File: src/rtl/sar_rd_pkg.sv
package sar_rd_pkg;

   typedef enum logic {
      RD_IDLE  = 1'b0,
      RD_SHIFT = 1'b1
   } rd_state_e;

   // Counter width for a value range of n states (minimum one bit).
   function automatic int unsigned bits_for(input int unsigned n);
      return (n <= 1) ? 1 : $clog2(n);
   endfunction

endpackage

File: src/rtl/sclk_div.sv
module sclk_div #(
   parameter int unsigned HALF = 2
) (
   input  logic clk,
   input  logic rst_n,
   input  logic run,
   input  logic hold,
   output logic sclk_o,
   output logic fall_stb,
   output logic rise_stb
);
   localparam int unsigned CW = sar_rd_pkg::bits_for(HALF);

   logic [CW-1:0] cnt;
   logic          sclk_q;
   logic          due;

   assign due      = (cnt == CW'(HALF - 1));
   assign fall_stb = run && due && sclk_q && !hold;
   assign rise_stb = run && due && !sclk_q;
   assign sclk_o   = sclk_q;

   always_ff @(posedge clk or negedge rst_n) begin
      if (!rst_n) begin
         cnt    <= '0;
         sclk_q <= 1'b1;
      end else if (!run) begin
         cnt    <= '0;
         sclk_q <= 1'b1;
      end else if (due) begin
         if (!(sclk_q && hold)) begin
            sclk_q <= ~sclk_q;
            cnt    <= '0;
         end
      end else begin
         cnt <= cnt + 1'b1;
      end
   end

   AST_NO_FALL_ON_HOLD: assert property (@(posedge clk) disable iff (!rst_n)
      (run && sclk_q && hold) |=> sclk_q);

endmodule

File: src/rtl/lane_shifter.sv
module lane_shifter #(
   parameter int unsigned WORD_W = 18
) (
   input  logic              clk,
   input  logic              rst_n,
   input  logic              cap,
   input  logic              sdo,
   output logic [WORD_W-1:0] word_now
);
   logic [WORD_W-2:0] sh;

   always_ff @(posedge clk or negedge rst_n) begin
      if (!rst_n)   sh <= '0;
      else if (cap) sh <= {sh[WORD_W-3:0], sdo};
   end

   // Completed word including the bit being sampled this cycle.
   assign word_now = {sh, sdo};

endmodule

File: src/rtl/word_stage.sv
module word_stage #(
   parameter int unsigned LANES  = 2,
   parameter int unsigned WORD_W = 18,
   parameter int unsigned CH_W   = 3
) (
   input  logic                    clk,
   input  logic                    rst_n,
   input  logic                    push,
   input  logic [LANES*WORD_W-1:0] push_words,
   input  logic [LANES*CH_W-1:0]   push_chans,
   output logic                    pend_any,
   output logic                    out_valid,
   input  logic                    out_ready,
   output logic [WORD_W-1:0]       out_data,
   output logic [CH_W-1:0]         out_chan
);
   localparam int unsigned LW = sar_rd_pkg::bits_for(LANES);

   logic [LANES-1:0]  vld;
   logic [WORD_W-1:0] dat [LANES];
   logic [CH_W-1:0]   chn [LANES];
   logic [LW-1:0]     sel;

   always_comb begin
      sel = '0;
      for (int i = LANES - 1; i >= 0; i--) begin
         if (vld[i]) sel = LW'(i);
      end
   end

   assign pend_any  = |vld;
   assign out_valid = pend_any;
   assign out_data  = dat[sel];
   assign out_chan  = chn[sel];

   always_ff @(posedge clk or negedge rst_n) begin
      if (!rst_n) begin
         vld <= '0;
         for (int i = 0; i < LANES; i++) begin
            dat[i] <= '0;
            chn[i] <= '0;
         end
      end else if (push) begin
         for (int i = 0; i < LANES; i++) begin
            vld[i] <= 1'b1;
            dat[i] <= push_words[i*WORD_W +: WORD_W];
            chn[i] <= push_chans[i*CH_W +: CH_W];
         end
      end else if (out_valid && out_ready) begin
         vld[sel] <= 1'b0;
      end
   end

   AST_PUSH_INTO_EMPTY: assert property (@(posedge clk) disable iff (!rst_n)
      push |-> !pend_any);

   AST_HOLD_OFFER: assert property (@(posedge clk) disable iff (!rst_n)
      (out_valid && !out_ready) |=> (out_valid && $stable(out_data) && $stable(out_chan)));

endmodule

File: src/rtl/adc_dual_lane_reader.sv
module adc_dual_lane_reader #(
   parameter int unsigned WORD_W      = 18,
   parameter int unsigned LANES       = 2,
   parameter int unsigned CH_PER_LANE = 4,
   parameter int unsigned SCLK_HALF   = 2,
   parameter int unsigned FLAG_DROP   = 16,
   localparam int unsigned CH_W       = sar_rd_pkg::bits_for(LANES * CH_PER_LANE)
) (
   input  logic              clk,
   input  logic              rst_n,
   input  logic              busy,
   input  logic [LANES-1:0]  sdo,
   input  logic              first_flag,
   output logic              cs_n,
   output logic              sclk,
   output logic              out_valid,
   input  logic              out_ready,
   output logic [WORD_W-1:0] out_data,
   output logic [CH_W-1:0]   out_chan,
   output logic              frame_err
);
   import sar_rd_pkg::*;

   localparam int unsigned FRAME_FALLS = WORD_W * CH_PER_LANE;
   localparam int unsigned FC_W        = $clog2(FRAME_FALLS + 1);
   localparam int unsigned BC_W        = bits_for(WORD_W);
   localparam int unsigned GC_W        = bits_for(CH_PER_LANE);

   if (WORD_W < 3) begin : g_chk_word
      $error("WORD_W must be at least 3");
   end
   if (SCLK_HALF < 1) begin : g_chk_half
      $error("SCLK_HALF must be at least 1");
   end
   if (FLAG_DROP >= WORD_W) begin : g_chk_flag
      $error("FLAG_DROP must fall inside the first word");
   end

   rd_state_e         state;
   logic              busy_q;
   logic [FC_W-1:0]   fall_cnt;
   logic [BC_W-1:0]   bit_cnt;
   logic [GC_W-1:0]   grp;
   logic              err_q;

   logic              run, start, hold, last_bit, push, pend_any;
   logic              fall_stb, rise_stb;
   logic [LANES*WORD_W-1:0] lane_words;
   logic [LANES*CH_W-1:0]   lane_chans;

   assign run      = (state == RD_SHIFT);
   assign start    = (state == RD_IDLE) && busy_q && !busy;
   assign hold     = (bit_cnt == '0) && pend_any;
   assign last_bit = (bit_cnt == BC_W'(WORD_W - 1));
   assign push     = fall_stb && last_bit;
   assign cs_n     = !run;
   assign frame_err = err_q;

   sclk_div #(.HALF(SCLK_HALF)) u_div (
      .clk      (clk),
      .rst_n    (rst_n),
      .run      (run),
      .hold     (hold),
      .sclk_o   (sclk),
      .fall_stb (fall_stb),
      .rise_stb (rise_stb)
   );

   for (genvar l = 0; l < LANES; l++) begin : g_lane
      lane_shifter #(.WORD_W(WORD_W)) u_sh (
         .clk      (clk),
         .rst_n    (rst_n),
         .cap      (fall_stb),
         .sdo      (sdo[l]),
         .word_now (lane_words[l*WORD_W +: WORD_W])
      );
      assign lane_chans[l*CH_W +: CH_W] = CH_W'(l * CH_PER_LANE) + CH_W'(grp);
   end

   word_stage #(.LANES(LANES), .WORD_W(WORD_W), .CH_W(CH_W)) u_stage (
      .clk        (clk),
      .rst_n      (rst_n),
      .push       (push),
      .push_words (lane_words),
      .push_chans (lane_chans),
      .pend_any   (pend_any),
      .out_valid  (out_valid),
      .out_ready  (out_ready),
      .out_data   (out_data),
      .out_chan   (out_chan)
   );

   always_ff @(posedge clk or negedge rst_n) begin
      if (!rst_n) begin
         state    <= RD_IDLE;
         busy_q   <= 1'b0;
         fall_cnt <= '0;
         bit_cnt  <= '0;
         grp      <= '0;
         err_q    <= 1'b0;
      end else begin
         busy_q <= busy;
         case (state)
            RD_IDLE: begin
               if (start) begin
                  state    <= RD_SHIFT;
                  fall_cnt <= '0;
                  bit_cnt  <= '0;
                  grp      <= '0;
                  err_q    <= 1'b0;
               end
            end
            RD_SHIFT: begin
               if (fall_stb) begin
                  if (fall_cnt == '0 && !first_flag) err_q <= 1'b1;
                  if (fall_cnt == FC_W'(FLAG_DROP) && first_flag) err_q <= 1'b1;
                  fall_cnt <= fall_cnt + 1'b1;
                  if (last_bit) begin
                     bit_cnt <= '0;
                     grp     <= grp + 1'b1;
                  end else begin
                     bit_cnt <= bit_cnt + 1'b1;
                  end
               end
               if (rise_stb && fall_cnt == FC_W'(FRAME_FALLS)) state <= RD_IDLE;
            end
            default: state <= RD_IDLE;
         endcase
      end
   end

   AST_START_CLK_HIGH: assert property (@(posedge clk) disable iff (!rst_n)
      $fell(cs_n) |-> sclk);

   AST_RELEASE_AFTER_ALL: assert property (@(posedge clk) disable iff (!rst_n)
      $rose(cs_n) |-> ($past(fall_cnt) == FC_W'(FRAME_FALLS)));

   AST_FALL_BOUND: assert property (@(posedge clk) disable iff (!rst_n)
      run |-> (fall_cnt <= FC_W'(FRAME_FALLS)));

   AST_ERR_CLEARED: assert property (@(posedge clk) disable iff (!rst_n)
      $fell(cs_n) |-> !frame_err);

endmodule

File: config.mk
export PLATFORM = sky130hd
export DESIGN_NAME = adc_dual_lane_reader
export DESIGN_NICKNAME = d
export VERILOG_FILES = /design/src/rtl/sar_rd_pkg.sv /design/src/rtl/sclk_div.sv /design/src/rtl/lane_shifter.sv /design/src/rtl/word_stage.sv /design/src/rtl/adc_dual_lane_reader.sv
export SDC_FILE = /design/constraint.sdc
export NUM_CORES = 1
export LEC_CHECK = 0
export BUFFER_PORTS_ARGS = -buffer_cell sky130_fd_sc_hd__buf_2
export CAP_MARGIN = 15
export CELL_PAD_IN_SITES_DETAIL_PLACEMENT = 0
export CELL_PAD_IN_SITES_GLOBAL_PLACEMENT = 1
export CORE_MARGIN = 2
export CORE_UTILIZATION = 44
export DETAILED_ROUTE_END_ITERATION = 16
export PLACE_DENSITY_LB_ADDON = 0.1
export REMOVE_ABC_BUFFERS = 1
export SLEW_MARGIN = 20
export SYNTH_ARGS = -nofsm -noshare
export SYNTH_HDL_FRONTEND = slang
export SYNTH_SLANG_ARGS = --single-unit
File: constraint.sdc
create_clock -name clk -period 1.85 [get_ports clk]
set_input_delay 0.0925 -clock clk [delete_from_list [all_inputs] [get_ports clk]]
set_output_delay 0.0925 -clock clk [all_outputs]
set_load 0.005 [all_outputs]
### After elaboration in Yosys (flattened, before gate mapping)

Index checks and enable logic that the tools add are counted.

* bits in registers: 96
* input port bits: 7
* logic and storage cells: 101

* add/subtract/negate cells: 5
* magnitude comparators: 3
* equal/unequal tests: 9
* multiplexer cells: 37
* bitwise operators: 5
* reductions and logical operators: 27

Operators with widths (count)
* two-way mux 18 bit: 3
* two-way mux 1 bit: 15
* two-way mux 5 bit: 3
* logical AND 1 bit: 14
* two-way mux 7 bit: 2
* case mux 7 bit (2 select lines): 1
* two-way mux 2 bit: 5
* case mux 5 bit (2 select lines): 1
* two-way mux 3 bit: 3
* adder 7 x 1 -> 7 bit, second input constant: 1
* == test 7 x 5 -> 1 bit, second input constant: 1
* == test 7 bit, second input constant: 1
* zero test 7 bit: 1
* inequality test 2 x 1 -> 1 bit, second input constant: 3
* AND reduction 3 bit: 2
* adder 5 x 1 -> 5 bit, second input constant: 1
* == test 5 bit, second input constant: 1
* zero test 1 bit: 5
* zero test 5 bit: 1
* inequality test 2 bit, second input constant: 2
* case mux 1 bit (2 select lines): 2
* case mux 2 bit (2 select lines): 1
* AND reduction 2 bit: 2
* adder 3 x 2 -> 3 bit, first input constant: 1
* 13 further kinds: 14

### Logic depth before layout (Yosys ltp)

Gate-level depths: netlist (run 1).

* depth in word-level cells: 10
* gate-level depth with buffers: 8

### Hierarchy

A second synthesis (run 1) with hierarchy kept.

* cells, all modules: 299
* area total of the unflattened synthesis: 4461.8 um^2

By module, submodules not included
* word_stage: instances 1, cells an instance 121, area each 2016.9 um^2, seq. area each 1101.1 um^2
* lane_shifter: instances 2, cells an instance 37, area each 693.2 um^2, seq. area each 425.4 um^2
* adc_dual_lane_reader: instances 1, cells an instance 95, area each 960.9 um^2, seq. area each 425.4 um^2
* sclk_div: instances 1, cells an instance 9, area each 97.6 um^2, seq. area each 51.3 um^2

### Least setup slack after synthesis (run 1)

No wires, ideal clock.

* path kind: reg2reg
* from: register bit_cnt[0]
* to: register u_stage.dat[0] (netlist bit)
* setup time: 0.128 ns
* arrival time: 1.741 ns
* data required time: 1.722 ns
* path slack: -0.019 ns
* cell stages (with the launch flop): 8
* buffers on the path: 1
* clock period less this slack: 1.869 ns
* path through: dfrtp_1 inv_1 ha_1 nor4b_1 a21oi_1 nand2_1 buf_2 mux2_1

* longest elaborated chain between the ends: 5
* elaborated cells between the ends (all ways): 6
* classes of those cells: 1 x eq/ne; 5 x reduce/logical

RTL lines
* start, declared: RTL line adc_dual_lane_reader.sv:42 `logic [BC_W-1:0] bit_cnt;`
* start signal, assigned: RTL line adc_dual_lane_reader.sv:122 `bit_cnt <= bit_cnt + 1'b1;`
* zero test 5 bit: RTL line adc_dual_lane_reader.sv:53 `assign hold = (bit_cnt == '0) && pend_any;`
* logical AND 1 bit: RTL line adc_dual_lane_reader.sv:53
* zero test 1 bit: RTL line sclk_div.sv:19 `assign fall_stb = run && due && sclk_q && !hold;`
* logical AND 1 bit: RTL line sclk_div.sv:19
* logical AND 1 bit (*): RTL line adc_dual_lane_reader.sv:55 `assign push = fall_stb && last_bit;`
* end signal, assigned by index: RTL line word_stage.sv:46 `dat[i] <= push_words[i*WORD_W +: WORD_W];`
* end, declared: RTL line word_stage.sv:20 `logic [WORD_W-1:0] dat [LANES];`

Mark *: on every way between the ends. The rest lies on a longest branch, timed or not.
A chain may end at the register's enable or synchronous reset.

### Worst setup path after layout (run 1)

* from: register bit_cnt[1]
* to: register u_stage.dat[1] (netlist bit)

The elaborated chain is that of the path after synthesis.

==> results of run 1 <==
-- logic make-up (layout without fill, tap and decap cells) --
group                      Yosys count  count (layout)  share of synthesized area
AOI/OAI and AO/OA                   32              32                     0.0547
adders and majority gates            5               5                     0.0154
xor gates and xnor gates             1               1                    0.00215
and+or+nand+nor                     51              51                     0.0694
buffers and inverters               27              90                     0.0316
muxes                               90              90                      0.249
DFF                                 94              94                      0.578
-- cells in the final DEF, fill, tap and decap left out, types with 3 or more instances in the layout --
cell type,Yosys,layout
a21boi_1,4,4
and2_1,3,3
buf_12,0,5
buf_2,10,30
buf_4,0,19
buf_6,2,3
clkbuf_16,0,4
clkbuf_8,0,11
clkinvlp_4,0,3
dfrtp_1,93,93
dlygate4sd3_1,0,5
ha_1,5,3
inv_1,9,8
mux2_1,37,16
mux2_2,53,53
mux2_4,0,21
nand2_1,11,10
nand2b_1,3,3
nand3_1,9,8
nor2_1,7,7
o21ai_0,4,4
o21ai_1,5,5
o31ai_1,7,7
or4_1,4,4
-- synth_stat cells, types with 2 or more instances --
| cell type | count | share of area |
|---|---|---|
| dfrtp_1 | 93 | 0.57 |
| mux2_2 | 53 | 0.15 |
| mux2_1 | 37 | 0.10 |
| nand2_1 | 11 | 0.010 |
| buf_2 | 10 | 0.012 |
| inv_1 | 9 | 0.0083 |
| nand3_1 | 9 | 0.011 |
| nor2_1 | 7 | 0.0065 |
| o31ai_1 | 7 | 0.013 |
| clkbuf_1 | 6 | 0.0055 |
| ha_1 | 5 | 0.015 |
| o21ai_1 | 5 | 0.0061 |
| a21boi_1 | 4 | 0.0074 |
| o21ai_0 | 4 | 0.0049 |
| or4_1 | 4 | 0.0074 |
| a21oi_1 | 3 | 0.0037 |
| and2_1 | 3 | 0.0046 |
| nand2b_1 | 3 | 0.0046 |
| buf_6 | 2 | 0.0055 |
| nor3b_1 | 2 | 0.0037 |
| o311ai_1 | 2 | 0.0043 |
| or2_1 | 2 | 0.0031 |
-- flip-flops by register name (all words and copies together) (netlist names) --
| name | flops |
|---|---|
| u_stage.dat | 36 |
| g_lane.u_sh.sh | 34 |
| fall_cnt | 7 |
| bit_cnt | 5 |
| u_stage.chn | 3 |
| grp | 2 |
| u_stage.vld | 2 |
| busy_q | 1 |
| frame_err | 1 |
| run | 1 |
| u_div.cnt | 1 |
| u_div.sclk_o | 1 |
-- through the flow --
stage	setup WS, ns	power (mW)	TNS, ns	instances
floorplan	-3.18	2.62	-185.13	282
global placement	-0.148	2.84	-4.06	446
detailed placement	-0.191	2.85	-5.09	446
CTS	-0.00547	4.14	-0.0366	466
global route	-0.0915	4.35	-2.83	474
finish	-0.0140	4.13	-0.0698	474
-- critical path: cells and delay by family (launching register included) --
| family | cells | cell delay [ns] |
|---|---|---|
| DFF | 1 | 0.40 |
| muxes | 1 | 0.32 |
| buffers and inverters | 2 | 0.24 |
| adders and majority gates | 1 | 0.16 |
| AOI/OAI and AO/OA | 1 | 0.16 |
| and+or+nand+nor | 2 | 0.48 |
-- cell type report --
cell class                 count  area [sq um]
fill                         792          4060
clock inverter                 4          31.3
clock buffer                  11           151
timing repair buffer          66           577
inverter                       9          33.8
multi-input combinational    179          1760
tap                          111           139
sequential                    94          2350
-- routing by layer --
layer / track usage / share of wire
met1: 0.224 / 0.50
met2: 0.237 / 0.46
met5: 0 / 0
met3: 0.0397 / 0.024
met4: 0.0569 / 0.011
-- report_power, final --
| part | internal (mW) | switching (mW) | leakage (nW) |
|---|---|---|---|
| Combinational | 0.314 | 0.267 | 1.14 |
| Sequential | 2.19 | 0.0871 | 1.16 |
| Clock | 0.559 | 0.717 | 0.0841 |
| Total | 3.06 | 1.07 | 2.39 |
-- path summary, 6_finish.rpt --
path,to,slack (ns)
max,u_stage.dat[1]$_DFFE_PN0P_,-0.01
min,frame_err$_DFFE_PN0P_,0.23
max reg2reg,u_stage.dat[1]$_DFFE_PN0P_,-0.01
min reg2reg,u_stage.chn[2]$_DFFE_PN0P_,0.47
max in group asynchronous,fall_cnt[2]$_DFFE_PN0P_,1.13
min in group asynchronous,fall_cnt[4]$_DFFE_PN0P_,0.28
-- timing repair --
action / in CTS / in global routing
pin swaps: 1 / 3
setup buffers: 0 / 5
gates cloned: 0 / 6
setup endpoints to repair: 66 / 84
resized for setup: 9 / 31
hold endpoints to repair: 99 / 0
hold buffers: 5 / 0
==> summary.md, run 1 <==
| Metric | Value |
|---|---|
| Die outline height | 100 microns |
| Crit-path cells | inv_2 > ha_2 > nor4b_4 > a21oi_4 > nand2_8 > clkbuf_16 > mux2_1 |
| Pwr Density | 818 nW/um^2 |
| Inserted Clock Buffers | 9 |
| CP endpoint kind | register |
| Worst setup SP type | register |
| Antenna violations before repair | 0 |
| CP max-delay cell | dfrtp_1 |
| Worst EP required | 2.10 ns |
| CTS Sinks | 94 |
| Die area | 10000 sq um |
| Sequential share of the synthesized area | 0.578 |
| Initial Utilization | 0.447 |
| Core area | 9110 sq um |
| Clock tree buffer depth | 2 |
| #FFs+latches synth | 94 |
| Unique masters post-synth | 41 |
| Port Buffer Count | 31 |
| Critical R2R Launch | bit_cnt[1]$_DFFE_PN0P_ |
| Skew final | approximately 0.0043 ns |
| Vias in the first global route | between 2000 and 3000 |
| Register clock-pin slew on the reported worst setup and hold paths | around 0.090 ns |
| Routed wire length | 7.88 mm |
| Worst Setup SP | bit_cnt[1]$_DFFE_PN0P_ |
| Routed Antenna Nets | 0 |
| Number of I/O pins | 32 |
| Synth Flop Type | dfrtp_1 |
| Max_slew headroom | 0.644 |
| Via Count | 2521 |
| VDD IR max | 0.443 mV |
| Total track usage | 0.158 |
| WP data arrival | 2.11 ns |
| Final worst path period share | 1.01 |
| H-tree level count | 3 |
| Setup ws final | -0.0140 ns |
| Synth Instances | 300 |
| Critical-path maximum fanout | 8 |
| Synthesized area | 4070 sq um |
| ANT cells | 0 |
| Crit-path max cell delay | 0.40 ns |
| Hold wc startpoint | first_flag |
| Latest clock arrival within the worst-skew pair | approximately 0.36 ns |
| Unrepaired setup endpoints after global routing | true |
| Mapped Avg Cell Area | 13.6 sq um |
| Iter 0 DRT Violations | 91 |
| Max-slew violation count | 0 |
| Register-to-Register Path Depth | 7 |
| Largest net degree at the start of global routing | 95 |
| Final hold slack | 0.227 ns |
| Hold crit path type | input port to register |
| Max-Cap Viols | 0 |
| Minimum clock period | ~1.9 ns |
| Finished layout cell area | 5050 sq um |
| Avg WL per Cell | 16.6 microns |
| Die width | 100 microns |
| Final hold vios | 0 |
| Worst-Margin Slew | roughly 0.53 ns |
| Post-synth EDFFs | 0 |
| Fmax | 536 MHz |
| Residual DRC | 0 |
| Leakage | 2.39 nW |
| Hpwl dp | 4.53 mm |
| Hold Path Stages | 4 |
| Clock root cell | clkbuf_8 |
| First-pass GRT wire length | 12.4 mm |
| Syn. warnings | 0 |
| Grt ovf | 0 |
| Utilization after layout | 0.554 |
| Rows | 35 |
| CTS tree | built |
| Share of layout cells above drive strength 1 | 0.452 |
| WS Path Type | register to register |
| Vias per inst | 5.32 |
| Final setup violation count | 8 |
| 1st-pass router iterations | 4 |
| Area Overhead vs Synth | 24.0% |
| Status | finished with violations |
| Post-placement cell area | 4510 sq um |
| Nets | 371 |
| GP Congestion | between 0.7 and 0.8 |
| Async SR Flop Fraction | 1.00 |
| Failing checks | negative setup slack |
Note: power is estimated with default switching activity, not from simulation.
==> inputs of run 2 (changes only) <==
--- a/config.mk
+++ b/config.mk
@@ -5,7 +5,7 @@
 export SDC_FILE = /design/constraint.sdc
 export NUM_CORES = 1
 export LEC_CHECK = 0
-export BUFFER_PORTS_ARGS = -buffer_cell sky130_fd_sc_hd__buf_2
+export BUFFER_PORTS_ARGS = -buffer_cell sky130_fd_sc_hd__clkbuf_2
 export CAP_MARGIN = 15
 export CELL_PAD_IN_SITES_DETAIL_PLACEMENT = 0
 export CELL_PAD_IN_SITES_GLOBAL_PLACEMENT = 1
==> run 2 against run 1 <==
The flow now finishes without violations. Combinational power decreased by 3%. Global-route usage decreased by 0.23 points. First-iteration DRC count decreased by 11%. Total power decreased by 0.84%. Largest cell class unchanged. Clock-buffer cell count unchanged. Sequential share of layout area increased by 0.26 points. Clock skew increased by 0.0075 ns. Critical path depth increased by 1.
==> summary.md, run 2 (synthesis results as in run 1) <==
| Metric | Value |
|---|---|
| # placed instances | 447 (was 446) |
| Max-Cap Viols | 0 (unchanged) |
| Routed Antenna Nets | 0 (unchanged) |
| CP endpoint kind | register (unchanged) |
| FF+latch area | 2350 sq um (unchanged) |
| Iter 0 DRT Violations | 81 (was 91) |
| Critical R2R Launch | bit_cnt[1]$_DFFE_PN0P_ (unchanged) |
| Multi-input logic area | 1750 sq um (was 1760 sq um) |
| Finished layout cell area | 5020 sq um (was 5050 sq um) |
| Hold crit path type | input port to register (unchanged) |
| GP Congestion | 0.733 (was 0.751) |
| Via Count | 2484 (was 2521) |
| Register clock-pin slew on the reported worst setup and hold paths | 0.09 ns (about the same) |
| Residual DRC | 0 (unchanged) |
| Crit-path cells | inv_2 > buf_4 > ha_1 > nor4bb_4 > buf_4 > nand2_8 > clkbuf_16 > mux2_1 (was inv_2 > ha_2 > nor4b_4 > a21oi_4 > nand2_8 > clkbuf_16 > mux2_1) |
| Crit path max-delay family | buffers and inverters (was simple AND/OR/NAND/NOR gates) |
| CTS Sinks | 94 (unchanged) |
| Die area | 10000 sq um (unchanged) |
| Grt ovf | 0 (unchanged) |
| Status | complete, no violations (was finished with violations) |
| Commonest non-fill, non-tap cell in the layout | dfrtp_1 (unchanged) |
| Fill cell count | 795 (was 792) |
| Setup ws final | 0.0255 ns (was -0.0140 ns) |
| Die width | 100 microns (unchanged) |
| Port Buffer Count | 31 (unchanged) |
| Antenna violations before repair | 0 (unchanged) |
| Max-slew violation count | 0 (unchanged) |
| Fmax | 548 MHz (was 536 MHz) |
| Vias per inst | 5.23 (was 5.32) |
| Post-placement cell area | 4510 sq um (about the same) |
| Register-to-Register Path Depth | 8 (was 7) |
| Final hold vios | 0 (unchanged) |
| Worst setup SP type | register (unchanged) |
| Routed wire length | 7.72 mm (was 7.88 mm) |
| Minimum clock period | 1.82 ns (was 1.86 ns) |
| Design Power | 4.10 mW (was 4.13 mW) |
| Skew final | 0.0118 ns (was 0.00427 ns) |
| Final worst path period share | 0.986 (was 1.01) |
| WS Path Type | register to register (unchanged) |
| Setup crit end | u_stage.dat[3]$_DFFE_PN0P_ (was u_stage.dat[1]$_DFFE_PN0P_) |
| Commonest non-fill, non-tap cells in the layout | dfrtp_1, mux2_2, clkbuf_2 (was dfrtp_1, mux2_2, buf_2) |
| Clock tree buffer depth | 2 (unchanged) |
| Switching power | 1.07 mW (about the same) |
| Dpl ws | -0.0491 ns (was -0.191 ns) |
| Reg-to-Reg End | u_stage.dat[3]$_DFFE_PN0P_ (was u_stage.dat[1]$_DFFE_PN0P_) |
| First-pass GRT wire length | 12.4 mm (about the same) |
| Inserted Clock Buffers | 9 (unchanged) |
| WP depth | 8 (was 7) |
| VDD IR max | 0.424 mV (was 0.443 mV) |
| Biggest register | u_stage.dat (unchanged) |
| ANT cells | 0 (unchanged) |
| Hpwl dp | 4.53 mm (about the same) |
| Vias in the first global route | 2480 (was 2543) |
| CTS tree | built (unchanged) |
| Worst-Margin Slew | 0.500 ns (was 0.534 ns) |
| Worst Setup SP | bit_cnt[1]$_DFFE_PN0P_ (unchanged) |
| Largest register FFs | 36 (unchanged) |
| Clock root cell | clkbuf_8 (unchanged) |
| Worst EP required | 2.08 ns (was 2.10 ns) |
| Avg WL per Cell | 16.2 microns (was 16.6 microns) |
| Die outline height | 100 microns (unchanged) |
| CP bufs+invs | 4 (was 2) |
| Critical-path maximum fanout | 8 (unchanged) |
| Pwr Density | 816 nW/um^2 (was 818 nW/um^2) |
| Top flop regs | u_stage.dat x36, g_lane.u_sh.sh x34, fall_cnt x7 (unchanged) |
| Final non-filler cell total | 475 (was 474) |
| Core area | 9110 sq um (unchanged) |
| Max_slew headroom | 0.667 (was 0.644) |
| Share of layout cells above drive strength 1 | 0.440 (was 0.452) |
| Int Power | 3.03 mW (was 3.06 mW) |
| CP dominant cell by count | buf_4 |
| Final setup violation count | 0 (was 8) |
| Total track usage | 0.156 (was 0.158) |
| CP max-delay cell | dfrtp_1 (unchanged) |
| Gate power share | 0.137 (was 0.141) |
| Area Overhead vs Synth | 23.3% (was 24.0%) |
| Crit-path max cell delay | 0.39 ns (was 0.40 ns) |
| Sw Ratio | 0.261 (was 0.259) |
| Leakage | 2.36 nW (was 2.39 nW) |
| Number of I/O pins | 32 (unchanged) |
| Unrepaired setup endpoints after global routing | true (unchanged) |
| R2R setup slack | 0.03 ns (was -0.01 ns) |
| Rows | 35 (unchanged) |
| WP data arrival | 2.06 ns (was 2.11 ns) |
| Nets | 371 (unchanged) |
| Initial Utilization | 0.447 (unchanged) |
| Largest net degree at the start of global routing | 95 (unchanged) |
| 1st-pass router iterations | 4 (unchanged) |
| H-tree level count | 3 (unchanged) |
| Clk pwr share | 0.308 (was 0.309) |
| Flop pwr share | 0.555 (was 0.550) |
| Latest clock arrival within the worst-skew pair | 0.35 ns (was 0.36 ns) |
==> run 2: cell count changes in the layout (fill, tap and decap cells not counted), sizes merged <==
cell and delta:
clkinv +1, clkbuf +30, buf -30
==> run 2: metal layers <==
| metal | wire length [microns] | up-vias | track usage |
|---|---|---|---|
| met5 | 0 | - | 0 |
| met4 | 79 | 0 | 0.0495 |
| met3 | 160 | 7 | 0.0313 |
| met2 | 3520 | 32 | 0.246 |
| met1 | 3960 | 1253 | 0.218 |
| li1 | - | 1192 | - |
==> run 2: area by class of cell <==
| class | instances | area share |
|---|---|---|
| Clock inverter | 5 | 0.00847 |
| Clock buffer | 11 | 0.0282 |
| Multi-Input combinational cell | 179 | 0.348 |
| Sequential cell | 94 | 0.469 |
| Tap cell | 111 | 0.0277 |
| Timing Repair Buffer | 66 | 0.112 |
| Inverter | 9 | 0.00673 |
==> run 2: power by group through the flow <==
stage,Combinational (mW),Clock [mW],Sequential (mW)
after CTS,0.551,1.31,2.27
after global placement,0.526,0,2.31
after detailed placement,0.532,0,2.31
final,0.562,1.26,2.27
after floorplan,0.328,0,2.29
after global routing,0.630,1.41,2.29
==> run 2: tightest hold or removal path, delay by kind of cell <==
family                    cells  cell delay (ns)
AOI/OAI and AO/OA             1             0.18
and+or+nand+nor               1             0.13
buffers and inverters         1             0.08
xor gates and xnor gates      1             0.05
==> run 2: worst min-delay path by stage <==
stage	to	cells after the start	slack, ns	startpoint
floorplan	bit_cnt[0]$_DFFE_PN0P_	0	-0.20	rst_n
global placement	frame_err$_DFFE_PN0P_	2	0.19	rst_n
detailed placement	frame_err$_DFFE_PN0P_	2	0.18	rst_n
CTS	frame_err$_DFFE_PN0P_	4	0.22	first_flag
global route	frame_err$_DFFE_PN0P_	4	0.21	first_flag
finish	frame_err$_DFFE_PN0P_	4	0.23	first_flag
==> run 2: repair_timing <==
| action | CTS | global route |
|---|---|---|
| hold buffers | 5 | 0 |
| endpoints found under the setup margin | 49 | 60 |
| buffers inserted | 1 | 1 |
| endpoints found under the hold margin | 99 | 0 |
| gates cloned | 0 | 6 |
| pin swaps | 1 | 4 |
| gates resized for setup | 3 | 30 |
==> run 2: metrics by stage <==
stage / TNS, ns / util / hold slack (ns)
detailed placement: -0.302 / 0.495 / 0.184
CTS: -0.0408 / 0.523 / 0.217
global route: -1.44 / 0.551 / 0.213
finish: 0 / 0.551 / 0.227
floorplan: -185.13 / - / -0.203
global placement: -0.000283 / 0.495 / 0.186
